--- src/rtl/sci_pkg.sv ---
package sci_pkg;

   localparam int SCI_MAX_CHANNELS = 15;

   typedef enum logic [1:0] {
      SEQ_IDLE  = 2'd0,
      SEQ_ARM   = 2'd1,
      SEQ_DAMP  = 2'd2,
      SEQ_INTEG = 2'd3
   } seq_state_t;

   function automatic int sci_acc_width(input int wx, input int wc, input int guard);
      return wx + wc + guard;
   endfunction

endpackage

--- src/rtl/sci_sequencer.sv ---
module sci_sequencer
   import sci_pkg::*;
#(
   parameter int WTC = 10
) (
   input  logic           clk,
   input  logic           rst,
   input  logic           go,
   input  logic           turn_tick,
   input  logic [WTC-1:0] damp_turns,
   input  logic [WTC-1:0] acq_turns,
   output logic           start_pulse,
   output logic           busy,
   output logic           integ_en,
   output logic           done
);

   localparam int WCNT = WTC + 1;
   localparam logic [WCNT-1:0] CNT_ONE = WCNT'(1);

   seq_state_t     state_q;
   logic [WTC-1:0] cnt_q;
   logic [WTC-1:0] damp_q;
   logic [WTC-1:0] acq_q;
   logic [WCNT-1:0] cnt_next;
   logic           damp_last;
   logic           acq_last;

   assign start_pulse = go && !rst && (state_q == SEQ_IDLE);
   assign busy        = (state_q != SEQ_IDLE);
   assign integ_en    = (state_q == SEQ_INTEG);

   assign cnt_next  = {1'b0, cnt_q} + CNT_ONE;
   assign damp_last = (cnt_next == {1'b0, damp_q});
   assign acq_last  = (cnt_next >= {1'b0, acq_q});

   always_ff @(posedge clk) begin
      if (rst) begin
         state_q <= SEQ_IDLE;
         cnt_q   <= '0;
         damp_q  <= '0;
         acq_q   <= '0;
         done    <= 1'b0;
      end else begin
         done <= 1'b0;
         unique case (state_q)
            SEQ_IDLE: begin
               if (go) begin
                  state_q <= SEQ_ARM;
                  cnt_q   <= '0;
                  damp_q  <= damp_turns;
                  acq_q   <= acq_turns;
               end
            end
            SEQ_ARM: begin
               if (turn_tick) begin
                  cnt_q   <= '0;
                  state_q <= (damp_q == '0) ? SEQ_INTEG : SEQ_DAMP;
               end
            end
            SEQ_DAMP: begin
               if (turn_tick) begin
                  if (damp_last) begin
                     state_q <= SEQ_INTEG;
                     cnt_q   <= '0;
                  end else begin
                     cnt_q <= cnt_next[WTC-1:0];
                  end
               end
            end
            SEQ_INTEG: begin
               if (turn_tick) begin
                  if (acq_last) begin
                     state_q <= SEQ_IDLE;
                     cnt_q   <= '0;
                     done    <= 1'b1;
                  end else begin
                     cnt_q <= cnt_next[WTC-1:0];
                  end
               end
            end
            default: state_q <= SEQ_IDLE;
         endcase
      end
   end

endmodule

--- src/rtl/sci_mac.sv ---
module sci_mac #(
   parameter int WX  = 15,
   parameter int WC  = 15,
   parameter int OFL = 10,
   parameter int APB = 12,
   parameter int WO  = 24
) (
   input  logic                 clk,
   input  logic                 rst,
   input  logic                 clear,
   input  logic                 en,
   input  logic signed [WX-1:0] x,
   input  logic signed [WC-1:0] c,
   output logic        [WO-1:0] y
);

   localparam int WP = WX + WC;
   localparam int WA = sci_pkg::sci_acc_width(WX, WC, OFL);

   logic signed [WP-1:0] prod;
   logic        [WA-1:0] prod_ext;
   logic        [WA-1:0] acc_q;

   assign prod     = x * c;
   assign prod_ext = {{OFL{prod[WP-1]}}, prod};

   always_ff @(posedge clk) begin
      if (rst || clear) begin
         acc_q <= '0;
      end else if (en) begin
         acc_q <= acc_q + prod_ext;
      end
   end

   generate
      if (APB == 0) begin : g_full
         assign y = acc_q[WO-1:0];
      end else begin : g_drop
         assign y = acc_q[APB +: WO];
      end
   endgenerate

endmodule

--- src/rtl/sci_clk_counter.sv ---
module sci_clk_counter #(
   parameter int WCLK = 24
) (
   input  logic            clk,
   input  logic            rst,
   input  logic            clear,
   input  logic            en,
   output logic [WCLK-1:0] count
);

   localparam logic [WCLK-1:0] STEP = WCLK'(1);

   always_ff @(posedge clk) begin
      if (rst || clear) begin
         count <= '0;
      end else if (en) begin
         count <= count + STEP;
      end
   end

endmodule

--- src/rtl/sincos_integrator.sv ---
module sincos_integrator
   import sci_pkg::*;
#(
   parameter int NCH  = 2,
   parameter int WD   = 15,
   parameter int WDDS = 15,
   parameter int WO   = 24,
   parameter int OFL  = 10,
   parameter int APB  = 12,
   parameter int WTC  = 10,
   parameter int WCLK = 24
) (
   input  logic                clk,
   input  logic                rst,
   input  logic                go,
   input  logic                turn_tick,
   input  logic                dds_tick,
   input  logic [WDDS-1:0]     dds_cos,
   input  logic [WDDS-1:0]     dds_sin,
   input  logic [NCH*WD-1:0]   chan_in,
   input  logic [WTC-1:0]      damp_turns,
   input  logic [WTC-1:0]      acq_turns,
   output logic                start_pulse,
   output logic                busy,
   output logic                done,
   output logic [WCLK-1:0]     integ_clks,
   output logic [2*NCH*WO-1:0] integrals
);

   localparam int WACC = sci_acc_width(WD, WDDS, OFL);

   generate
      if (NCH < 1 || NCH > SCI_MAX_CHANNELS) begin : g_bad_nch
         $error("sincos_integrator: NCH must lie in 1..15");
      end
      if (OFL < 1) begin : g_bad_ofl
         $error("sincos_integrator: OFL must be at least 1");
      end
      if (APB < 0 || APB + WO > WACC) begin : g_bad_apb
         $error("sincos_integrator: APB + WO exceeds accumulator width");
      end
      if (WTC < 1 || WCLK < 1 || WO < 2) begin : g_bad_width
         $error("sincos_integrator: counter or output width too small");
      end
   endgenerate

   logic integ_en;
   logic mac_en;

   sci_sequencer #(.WTC(WTC)) u_seq (
      .clk         (clk),
      .rst         (rst),
      .go          (go),
      .turn_tick   (turn_tick),
      .damp_turns  (damp_turns),
      .acq_turns   (acq_turns),
      .start_pulse (start_pulse),
      .busy        (busy),
      .integ_en    (integ_en),
      .done        (done)
   );

   assign mac_en = integ_en && dds_tick;

   sci_clk_counter #(.WCLK(WCLK)) u_clks (
      .clk   (clk),
      .rst   (rst),
      .clear (start_pulse),
      .en    (integ_en),
      .count (integ_clks)
   );

   generate
      for (genvar k = 0; k < NCH; k++) begin : g_chan
         logic signed [WD-1:0] x_k;
         assign x_k = chan_in[k*WD +: WD];

         for (genvar p = 0; p < 2; p++) begin : g_part
            logic signed [WDDS-1:0] ref_p;
            assign ref_p = (p == 0) ? dds_cos : dds_sin;

            sci_mac #(
               .WX  (WD),
               .WC  (WDDS),
               .OFL (OFL),
               .APB (APB),
               .WO  (WO)
            ) u_mac (
               .clk   (clk),
               .rst   (rst),
               .clear (start_pulse),
               .en    (mac_en),
               .x     (x_k),
               .c     (ref_p),
               .y     (integrals[(2*k+p)*WO +: WO])
            );
         end
      end
   endgenerate

endmodule

--- config.mk ---
export PLATFORM = sky130hd
export DESIGN_NAME = sincos_integrator
export DESIGN_NICKNAME = d
export VERILOG_FILES = /design/src/rtl/sci_pkg.sv /design/src/rtl/sci_sequencer.sv /design/src/rtl/sci_mac.sv /design/src/rtl/sci_clk_counter.sv /design/src/rtl/sincos_integrator.sv
export SDC_FILE = /design/constraint.sdc
export NUM_CORES = 2
export LEC_CHECK = 0
export ABC_CLOCK_PERIOD_IN_PS = 9100
export BUFFER_PORTS_ARGS = -buffer_cell sky130_fd_sc_hd__buf_4
export CAP_MARGIN = 30
export CORE_ASPECT_RATIO = 1.5
export CORE_MARGIN = 2
export CORE_UTILIZATION = 60
export CTS_BUF_LIST = sky130_fd_sc_hd__clkbuf_4 sky130_fd_sc_hd__clkbuf_8
export CTS_CLUSTER_DIAMETER = 100
export DETAILED_ROUTE_END_ITERATION = 7
export GPL_TIMING_DRIVEN = 0
export HOLD_SLACK_MARGIN = 0.08
export PLACE_DENSITY = 0.81
export SETUP_SLACK_MARGIN = 0.1
export SLEW_MARGIN = 10
export SYNTH_ARGS = -nofsm -noshare
export SYNTH_HDL_FRONTEND = slang
export SYNTH_SLANG_ARGS = --single-unit
--- constraint.sdc ---
create_clock -name clk -period 9.1 [get_ports clk]
set_input_delay 1.365 -clock clk [delete_from_list [all_inputs] [get_ports clk]]
set_output_delay 1.365 -clock clk [all_outputs]
set_load 0.03 [all_outputs]
==> impl_summary.log <==
[metrics] critical path data arrival time: 9.47 ns
[metrics] net count after synthesis: 7359
[metrics] source-to-sink clock delay at the later pin of the worst-skew pair: 0.64 ns
[metrics] Place WS: -1.400 ns
[metrics] iteration-0 DRC count of the detailed router: 3475
[metrics] number of enable flip-flop cells after synthesis: 0
[metrics] Max Clock Freq: 112.2 MHz
[metrics] number of global-route vias before repair: 44.34k
[metrics] crit path capture type: flip-flop
[metrics] final number of setup-violating endpoints: 0
[metrics] Min Clock Period, post-route: 8.909 ns
[metrics] number of hold buffers added after CTS: 0
[metrics] core footprint: 82320 um^2
[metrics] commonest cells after routing, fill and taps aside: 1131 x inv_1, 886 x fa_1, 747 x nand2_1
[metrics] data required time at the worst endpoint: 9.66 ns
[metrics] final routed wire length divided by cell count: 22.06 um
[metrics] overall fraction of global-route tracks in use: 0.3788
[metrics] FF+latch count, synth: 201
[metrics] global-route wire length before repair: 245.0 mm
[metrics] initial core utilization: 0.6045
[metrics] TritonCTS clock tree: done
[metrics] floorplan die area: 85300 um^2
[metrics] number of buffers on the longest clock path: 3
[metrics] cell count after placement: 7101
[metrics] Synth async-reset ratio: 0
[metrics] commonest non-fill, non-tap cell in the layout: inv_1
[metrics] Max stage delay on crit path: 0.68 ns
[metrics] antenna violations before repair: 12
[metrics] Clock transition at path regs: 0.07 ns
[metrics] number of cells in the finished layout apart from fillers: 7189
[metrics] commonest register cell after synthesis: dfxtp_1
[metrics] RSZ-0062 raised after global routing: true
[metrics] final weighted congestion in routability-driven placement: 1.013
[metrics] GRT overflow: 0
[metrics] via count: 42.46k
[metrics] average via count per standard cell: 5.906
[metrics] row count: 129
[metrics] HPWL Detailed: 128.8 mm
[metrics] share of synthesized area occupied by flip-flops and latches: 0.08087
[metrics] length of the first detailed-routing pass in iterations: 6
[metrics] type of the setup path with the least slack: primary input to flip-flop
[metrics] final core utilization: 0.6622
[metrics] die height: 356.7 um
[metrics] Synth warnings: 0
[metrics] count of buffers from port buffering: 149
[metrics] Worst path slowest cell: fa_2
[metrics] worst hold margin: 0.4588 ns
[metrics] CTS H-tree lvls: 1
[metrics] count of unique library cells instantiated by Yosys: 70
[metrics] Clock Sink Count: 201
[metrics] buffer cell driving the clock tree root: clkbuf_8
[metrics] worst-path maximum fanout: 10
[metrics] final critical-path setup slack: 0.1905 ns
[metrics] maximum number of pins on one net before global-route repair: 14
[metrics] combined area of all synthesized cells: 49760 um^2
[metrics] final hold viol count: 0
[metrics] overall die width: 239.1 um
[metrics] run status: finished clean
[metrics] relative slew slack: 0.2627
[metrics] worst-case clock skew: 0.01839 ns
[metrics] final cycle utilization of the critical path: 0.9791
[metrics] total DRC errors in the routed layout: 0
[metrics] number of slew-limit violations in the final report: 0
[metrics] type of origin of the critical path: primary input
[metrics] routed wire length: 158.6 mm
[metrics] I/O pin cnt: 208
[metrics] nets: 7578
[metrics] kind of path behind the tightest hold check: flip-flop to flip-flop
[metrics] Avg Synthesized Cell Area: 8.442 um^2
[metrics] max-cap viol count: 0
[metrics] number of nets with antenna violations after routing: 0
[metrics] clock buffer count from CTS: 28
[metrics] number of instances in the synthesized netlist: 5894
[metrics] slew at the pin with the worst max-slew slack: 1.106 ns
[metrics] share of final-layout standard cells stronger than drive strength 1: 0.1052
[metrics] synthesis-to-finish area growth: 9.545%
## worst paths after layout
kind,slack [ns],start,end,cells after the start
setup / recovery,0.19,dds_sin[0],g_chan[0].g_part[1].u_mac.acc_q[35],29
hold / removal,0.46,g_chan[0].g_part[0].u_mac.acc_q[10],g_chan[0].g_part[0].u_mac.acc_q[10],2
setup reg to reg,5.57,g_chan[0].g_part[0].u_mac.acc_q[0],g_chan[0].g_part[0].u_mac.acc_q[32],12
hold reg to reg,0.46,g_chan[0].g_part[0].u_mac.acc_q[10],g_chan[0].g_part[0].u_mac.acc_q[10],2
## per-stage QoR
step / instance area, um^2 / TNS [ns]
6_report: 54510 / 0
5_1_grt: 54490 / -0.01470
4_1_cts: 53440 / 0
3_5_place_dp: 52330 / -37.89
3_3_place_gp: 52200 / -36.91
2_1_floorplan: 49770 / 0
## registers in the layout, summed over array words and instances (netlist names)
signal and count:
u_seq.cnt_q 10, g_chan.g_part.u_mac.acc_q 144, u_seq.damp_q 10, u_seq.state_q 2, u_seq.acq_q 10, u_clks.count 24
u_seq.done 1
## worst max-delay path, delay by kind of cell
| family | cells | cell delay, ns |
|---|---|---|
| XOR/XNOR | 2 | 0.28 |
| buffers and inverters | 7 | 1.03 |
| AO/OA/AOI/OAI | 8 | 1.88 |
| AND/OR/NAND/NOR | 4 | 0.94 |
| adder cells (fa/ha/maj) | 8 | 3.93 |
## cells by family after synthesis
family          after synthesis  share of synthesized area
simple gates               1748                     0.1693
buf+inv                    1487                     0.1194
fa+ha+maj                  1380                     0.4816
compound gates              808                     0.1011
xor+xnor                    261                    0.04594
flops                       201                    0.08087
mux                           9                   0.001836
## Yosys cell counts, drive strengths merged (6+ instances only)
master	n	share of area
xor2	76	0.013
nor2b	25	0.0031
o211ai	20	0.0030
o2111ai	7	0.0012
mux2i	8	0.0016
o31ai	13	0.0020
nor3	55	0.0055
a31o	6	0.0011
a21oi	312	0.032
a211oi	43	0.0065
a31oi	16	0.0020
nand2b	48	0.0060
nand3b	13	0.0020
o21ai	152	0.015
ha	488	0.12
a22o	14	0.0025
nand2	752	0.057
a21o	94	0.014
nand4	27	0.0034
clkbuf	242	0.018
nand3	79	0.0079
xnor2	185	0.033
o22ai	10	0.0013
or2	15	0.0019
o21a	33	0.0050
o21bai	25	0.0038
and2	417	0.052
or3	28	0.0035
and3	36	0.0045
nor2	214	0.016
fa	892	0.36
inv	1144	0.086
a211o	10	0.0018
buf	101	0.015
dfxtp	201	0.081
a21boi	9	0.0014
nor4	13	0.0016
and4	8	0.0014
## what timing repair did
action	CTS	global route
endpoints found under the hold margin	0	0
setup buffers	7	21
resized for setup	174	388
pin swaps	17	77
setup endpoints to repair	36	41
## layout make-up
cell class                      instances  area (um^2)
Fill cell                            6622        27810
Timing Repair Buffer                  189         1481
Tap cell                             1048         1311
Inverter                             1144         4298
Clock inverter                          9        120.1
Multi-Input combinational cell       4206        40570
Clock buffer                           41        533.0
Buffer                                343         2155
Antenna cell                            8        20.02
Sequential cell                       201         4024
## routing by layer
layer / routed length, um / up-vias / GRT usage
li1: - / 18660 / -
met2: 75210 / 2216 / 0.6326
met1: 53350 / 20830 / 0.4275
met5: 55 / - / 0
met4: 15100 / 8 / 0.2900
met3: 14890 / 748 / 0.07458
Power is not shown: default switching activity piles up to over one toggle a cycle in this logic, so the estimate is an artifact.
